--- config.mk ---
export PLATFORM = sky130hd
export DESIGN_NAME = csel_add
export DESIGN_NICKNAME = d
export VERILOG_FILES = /design/src/rtl/csel_pkg.sv /design/src/rtl/csel_rca.sv /design/src/rtl/csel_inc.sv /design/src/rtl/csel_grp.sv /design/src/rtl/csel_add.sv
export SDC_FILE = /design/constraint.sdc
export NUM_CORES = 1
export LEC_CHECK = 0
export ABC_AREA = 0
export ABC_CLOCK_PERIOD_IN_PS = 8100
export BUFFER_PORTS_ARGS = -buffer_cell sky130_fd_sc_hd__buf_2
export CORE_MARGIN = 2
export CORE_UTILIZATION = 50
export DETAILED_ROUTE_END_ITERATION = 7
export PLACE_DENSITY = 0.9
export SYNTH_ARGS = -nofsm -noshare
export SYNTH_HDL_FRONTEND = slang
export SYNTH_SLANG_ARGS = --single-unit
export TNS_END_PERCENT = 10
--- constraint.sdc ---
create_clock -name vclk -period 8.1
set_input_delay 1.62 -clock vclk [all_inputs]
set_output_delay 1.62 -clock vclk [all_outputs]
set_load 0.05 [all_outputs]
--- src/rtl/csel_pkg.sv ---
`timescale 1ns/1ps
package csel_pkg;

  typedef enum logic {GRP_LINEAR = 1'b0, GRP_SQRT = 1'b1} grp_mode_e;
  typedef enum logic {SEL_BEC = 1'b0, SEL_DUAL = 1'b1} sel_var_e;

  // nominal width of group g before trimming
  function automatic int grp_nom(grp_mode_e m, int lin_w, int g);
    if (m == GRP_LINEAR) return lin_w;
    return (g == 0) ? 2 : g + 1;
  endfunction

  function automatic int grp_lsb(int w, grp_mode_e m, int lin_w, int g);
    int p;
    p = 0;
    for (int k = 0; k < g; k++) begin
      p += grp_nom(m, lin_w, k);
      if (p > w) p = w;
    end
    return p;
  endfunction

  function automatic int grp_wid(int w, grp_mode_e m, int lin_w, int g);
    int r;
    int n;
    r = w - grp_lsb(w, m, lin_w, g);
    n = grp_nom(m, lin_w, g);
    return (n < r) ? n : r;
  endfunction

  function automatic int grp_cnt(int w, grp_mode_e m, int lin_w);
    int p;
    int n;
    p = 0;
    n = 0;
    while (p < w) begin
      p += grp_nom(m, lin_w, n);
      n++;
    end
    return n;
  endfunction

endpackage

--- src/rtl/csel_rca.sv ---
`timescale 1ns/1ps
module csel_rca #(
  parameter int W = 4
) (
  input  logic [W-1:0] a_i,
  input  logic [W-1:0] b_i,
  input  logic         ci_i,
  output logic [W-1:0] sum_o,
  output logic         co_o
);

  logic [W:0] c;

  always_comb begin
    c[0] = ci_i;
    for (int i = 0; i < W; i++) begin
      sum_o[i] = a_i[i] ^ b_i[i] ^ c[i];
      c[i+1]   = (a_i[i] & b_i[i]) | (c[i] & (a_i[i] ^ b_i[i]));
    end
  end

  assign co_o = c[W];

endmodule

--- src/rtl/csel_inc.sv ---
`timescale 1ns/1ps
// adds one to in_i: bit i flips when all lower bits are set
module csel_inc #(
  parameter int W = 3
) (
  input  logic [W-1:0] in_i,
  output logic [W-1:0] out_o
);

  logic [W:0] run;

  always_comb begin
    run[0] = 1'b1;
    for (int i = 0; i < W; i++) begin
      out_o[i] = in_i[i] ^ run[i];
      run[i+1] = run[i] & in_i[i];
    end
  end

endmodule

--- src/rtl/csel_grp.sv ---
`timescale 1ns/1ps
module csel_grp #(
  parameter int                 GW      = 4,
  parameter csel_pkg::sel_var_e VARIANT = csel_pkg::SEL_BEC
) (
  input  logic [GW-1:0] a_i,
  input  logic [GW-1:0] b_i,
  input  logic          ci_i,
  output logic [GW-1:0] sum_o,
  output logic          co_o,
  output logic          z_co_o,
  output logic          o_co_o
);

  logic [GW-1:0] z_sum;
  logic          z_co;
  logic [GW-1:0] o_sum;
  logic          o_co;

  csel_rca #(.W(GW)) i_rca_z (
    .a_i  (a_i),
    .b_i  (b_i),
    .ci_i (1'b0),
    .sum_o(z_sum),
    .co_o (z_co)
  );

  if (VARIANT == csel_pkg::SEL_BEC) begin : g_bec
    csel_inc #(.W(GW + 1)) i_inc (
      .in_i ({z_co, z_sum}),
      .out_o({o_co, o_sum})
    );
  end else begin : g_dual
    csel_rca #(.W(GW)) i_rca_o (
      .a_i  (a_i),
      .b_i  (b_i),
      .ci_i (1'b1),
      .sum_o(o_sum),
      .co_o (o_co)
    );
  end

  assign {co_o, sum_o} = ci_i ? {o_co, o_sum} : {z_co, z_sum};
  assign z_co_o = z_co;
  assign o_co_o = o_co;

endmodule

--- src/rtl/csel_add.sv ---
`timescale 1ns/1ps
module csel_add #(
  parameter int                  W       = 16,
  parameter csel_pkg::grp_mode_e MODE    = csel_pkg::GRP_SQRT,
  parameter int                  LIN_W   = 4,
  parameter csel_pkg::sel_var_e  VARIANT = csel_pkg::SEL_BEC
) (
  input  logic [W-1:0] a_i,
  input  logic [W-1:0] b_i,
  input  logic         cin_i,
  output logic [W-1:0] sum_o,
  output logic         cout_o
);

  localparam int NG = csel_pkg::grp_cnt(W, MODE, LIN_W);

  logic [NG:0]   grp_c;
  logic [NG-1:0] grp_z;
  logic [NG-1:0] grp_o;

  assign grp_c[0] = cin_i;

  for (genvar g = 0; g < NG; g++) begin : g_grp
    localparam int LSB = csel_pkg::grp_lsb(W, MODE, LIN_W, g);
    localparam int GW  = csel_pkg::grp_wid(W, MODE, LIN_W, g);
    if (g == 0) begin : g_low
      csel_rca #(.W(GW)) i_rca (
        .a_i  (a_i[LSB +: GW]),
        .b_i  (b_i[LSB +: GW]),
        .ci_i (grp_c[0]),
        .sum_o(sum_o[LSB +: GW]),
        .co_o (grp_c[1])
      );
      assign grp_z[0] = grp_c[1];
      assign grp_o[0] = grp_c[1];
    end else begin : g_sel
      csel_grp #(.GW(GW), .VARIANT(VARIANT)) i_grp (
        .a_i   (a_i[LSB +: GW]),
        .b_i   (b_i[LSB +: GW]),
        .ci_i  (grp_c[g]),
        .sum_o (sum_o[LSB +: GW]),
        .co_o  (grp_c[g+1]),
        .z_co_o(grp_z[g]),
        .o_co_o(grp_o[g])
      );
    end
  end

  assign cout_o = grp_c[NG];

endmodule

### Yosys cells after proc, flatten, opt, wreduce, memory -nomap -nowiden

Cells that the tools add are included.

* register bits after elaboration: 0
* latch bits: 0
* RAM bits: 0
* ROM bits: 0
* input bits: 33
* output and inout port bits: 17
* logic and storage cells: 100
* memories: 0

* $add $sub $neg: 0
* $mul: 0
* divide/modulo/power cells: 0
* order comparisons: 0
* equality and inequality tests: 0
* shift operators: 0
* mux-type cells: 4
* bitwise operators: 96
* reductions and logical operators: 0

Operator list (number)
* $xor A1 B1 Y1: 42
* $and A1 B1 Y1: 38
* $or A1 B1 Y1: 12
* $mux W6: 1
* $mux W5: 1
* $mux W4: 1
* $not A1 Y1: 4
* $mux W3: 1

### Longest topological paths before layout

* word-level depth: 11
* mapped depth: 15
* gate-level depth less buffers: 15

### Hierarchy

From an unflattened synthesis, not the netlist that was laid out.

* cells, all modules: 103
* area total of the unflattened synthesis: 919.6 µm²

By module, submodules not included
* csel_rca at g_grp[0].g_low.i_rca ...: times used 2, cells an instance 10, area an instance 70.1 µm², seq. area each 0.0 µm²
* csel_rca at g_grp[4].g_sel.i_grp.i_rca_z: times used 1, cells an instance 15, area an instance 137.6 µm², seq. area each 0.0 µm²
* csel_rca at g_grp[3].g_sel.i_grp.i_rca_z: times used 1, cells an instance 14, area an instance 117.6 µm², seq. area each 0.0 µm²
* csel_grp at g_grp[4].g_sel.i_grp: times used 1, cells an instance 8, area an instance 105.1 µm², seq. area each 0.0 µm²
* csel_rca at g_grp[2].g_sel.i_grp.i_rca_z: times used 1, cells an instance 13, area an instance 97.6 µm², seq. area each 0.0 µm²
* csel_inc at g_grp[4].g_sel.i_grp.g_bec.i_inc: times used 1, cells an instance 6, area an instance 62.6 µm², seq. area each 0.0 µm²
* csel_grp at g_grp[3].g_sel.i_grp: times used 1, cells an instance 6, area an instance 60.1 µm², seq. area each 0.0 µm²
* csel_inc at g_grp[3].g_sel.i_grp.g_bec.i_inc: times used 1, cells an instance 5, area an instance 50.0 µm², seq. area each 0.0 µm²
* csel_grp at g_grp[2].g_sel.i_grp: times used 1, cells an instance 5, area an instance 48.8 µm², seq. area each 0.0 µm²
* csel_grp at g_grp[1].g_sel.i_grp: times used 1, cells an instance 4, area an instance 37.5 µm², seq. area each 0.0 µm²
* csel_inc at g_grp[2].g_sel.i_grp.g_bec.i_inc: times used 1, cells an instance 4, area an instance 37.5 µm², seq. area each 0.0 µm²
* csel_inc at g_grp[1].g_sel.i_grp.g_bec.i_inc: times used 1, cells an instance 3, area an instance 25.0 µm², seq. area each 0.0 µm²

### Worst setup path after synthesis

Ideal clock, no wire load.

* path type: input port to output port
* from: input a_i[11]
* to: output cout_o
* arrival time: 5.248 ns
* required time: 6.480 ns
* slack: 1.232 ns
* cell stages on the path: 13
* path buffers: 0
* path through: ha_1 > inv_1 > fa_1 > fa_1 > inv_1 > fa_1 > inv_1 > fa_1 > inv_1 > ha_1 > or4b_1 > o311a_1 > a221oi_1

* word-level cells in the longest chain between the ends: 11
* elaborated cells between the ends (all ways): 20
* those cells by class: 1 x mux; 19 x bitwise

RTL lines
* start, declared: line csel_add.sv:8 `input logic [W-1:0] a_i,`
* $and A1 B1 Y1 (2 in a row): line csel_rca.sv:18 `c[i+1] = (a_i[i] & b_i[i]) | (c[i] & (a_i[i] ^ b_i[i]));`
* $or A1 B1 Y1: line csel_rca.sv:18
* $and A1 B1 Y1: line csel_rca.sv:18
* $or A1 B1 Y1: line csel_rca.sv:18
* $and A1 B1 Y1: line csel_rca.sv:18
* $or A1 B1 Y1: line csel_rca.sv:18
* $and A1 B1 Y1 / $xor A1 B1 Y1 (equally long branches): line csel_rca.sv:18, csel_rca.sv:17
* $or A1 B1 Y1 / $and A1 B1 Y1 (equally long branches): line csel_rca.sv:18, csel_inc.sv:16
* $xor A1 B1 Y1: line csel_inc.sv:15 `out_o[i] = in_i[i] ^ run[i];`
* $mux W6 (*): line csel_grp.sv:43 `assign {co_o, sum_o} = ci_i ? {o_co, o_sum} : {z_co, z_sum};`
* end, declared: line csel_add.sv:12 `output logic cout_o`

Mark *: on every way between the ends. The rest lies on a longest branch, timed or not.

### Worst setup path after layout

Ends and elaborated chain as after synthesis.

==> metrics.txt <==
top-count cell post-synth=inv_1; cell taking the most area after synthesis=fa_1; top layer in use=met4; unrepaired setup endpoints after global routing=no; pwr/cell area=155.1 nW/µm²; Setup crit end kind=output pin; Antenna Nets Post-Route=0; Finished Cell Area=1125 µm²; sequential cells=0; final wirelength=1.683 mm; Setup CP Type=input pin to output pin; total gr overflow=0; Die X=45.34 µm; crit-path max FO=5; mapped cell area=854.6 µm²; Std-Cell Rows=14; M1 WL=619 µm; # setup viols final=0; cts-stage hold buffer count=0; Max IR drop VDD=0.08614 mV; DRC=0; placed insts=162; FILL cells=131; vias per cell=4.938; Max Cap Violations=0; max-slew violations=0; Avg WL per Cell=10.39 µm; area of placed instances=1125 µm²; Commonest cells post-synth=inv_1, ha_1, fa_1; num ports=50; Synth area leaders=fa_1, ha_1, inv_1; syn_nets=155; Worst Max-Slew Pin Slew=0.4927 ns; met2 wire len=985 µm; Starting DRT DRC Count=3; status=completed; All-Layer GR Usage=15.85%; global-route wire length before repair=2.511 mm; Slew HR=67.04%; largest net degree at the start of global routing=8; DIE AREA=2056 µm²; Area growth syn-to-layout=31.63%; highest clock rate=157.5 MHz; post_cts resized=0; Reg area=0 µm²; YS warnings=0; DP Worst Slack=1.719 ns; Nets=207; area share of the largest cell type after synthesis=28.11%; Die Y-Extent=45.34 µm; end point of the critical path=cout_o; total power=0.1745 mW; DR pass1 iterations=4; setup ws final=1.751 ns; routed wl met3=66 µm; Mapped Cells=96; setup tns final=0 ns; worst path arrival time=4.73 ns; initial antenna violation count=0; post-synthesis sequential area ratio=0%; Core Util, Final=72.15%; number of setup buffers added after CTS=0; vias in the first global route=729; Pleak=0.6584 nW; Critical Path Source=a_i[11]; CP required=6.48 ns; crit path launch type=input pin; Post-Syn Area per Cell=8.902 µm²; Post-DP HPWL=1.651 mm; antenna diode count=0; Hold Slack=3.721 ns; worst hold path type=input pin to output pin; placer congestion estimate=0.6789; # clk buffers=0; core footprint=1559 µm²; fin crit period=6.349 ns; Initial Utilization=54.82%; final period utilization=78.39%; fin cells=162; fraction of layout cells with a size suffix above 1=41.78%; I/O Buffers=50; total number of vias=800; final hold viol count=0; library cells used by synthesis=22
==> routing by layer <==
| metal | track usage, % | vias up |
|---|---|---|
| met5 | 0 | - |
| met4 | 3.529 | 0 |
| met3 | 0.4000 | 2 |
| met2 | 35.71 | 27 |
| met1 | 14.75 | 372 |
| li1 | - | 399 |
==> power breakdown <==
part           internal, mW  total [mW]  switching [mW]
combinational        0.0522       0.174           0.122
clock                     0           0               0
sequential                0           0               0
total                0.0522       0.174           0.122
==> worst min-delay path by stage <==
stage          startpoint  endpoint  cells after the start
6_report            cin_i  sum_o[0]                      3
4_1_cts             cin_i  sum_o[0]                      3
5_1_grt             cin_i  sum_o[0]                      3
3_5_place_dp        cin_i  sum_o[0]                      3
3_3_place_gp        cin_i  sum_o[0]                      3
2_1_floorplan      b_i[1]  sum_o[1]                      3
==> worst max-delay path, cell delays in order <==
cell and delay (ns):
buf_2 0.08, ha_1 0.13, inv_1 0.05, fa_1 0.37, fa_1 0.36, inv_1 0.07
fa_1 0.15, inv_1 0.05, fa_1 0.42, inv_1 0.08, ha_1 0.20, or4b_1 0.45
o311a_1 0.12, a221oi_1 0.26, buf_2 0.31
==> kinds of logic after synthesis <==
kind of cell    share of synthesized area [%]
xor+xnor                                8.053
simple gates                            11.27
buf+inv                                 13.62
fa+ha+maj                               48.61
mux                                     10.54
compound gates                          7.907
==> area by class of cell <==
| cell class | count | area (µm²) | area share (%) |
|---|---|---|---|
| timing repair buffer | 50 | 250.2 | 22.25 |
| multi-input combinational | 65 | 738.2 | 65.63 |
| inverter | 31 | 116.4 | 10.34 |
| tap | 16 | 20.02 | 1.780 |
==> layout by cell type, fill, tap and decap left out, types with 2 or more instances in the layout <==
cell type / n
xnor2_1: 4
inv_1: 31
mux2_2: 6
fa_1: 12
ha_1: 14
xor2_1: 2
buf_2: 50
nand2_1: 6
o21ai_0: 4
nor2_1: 4
(Power assumes the default switching activity.)
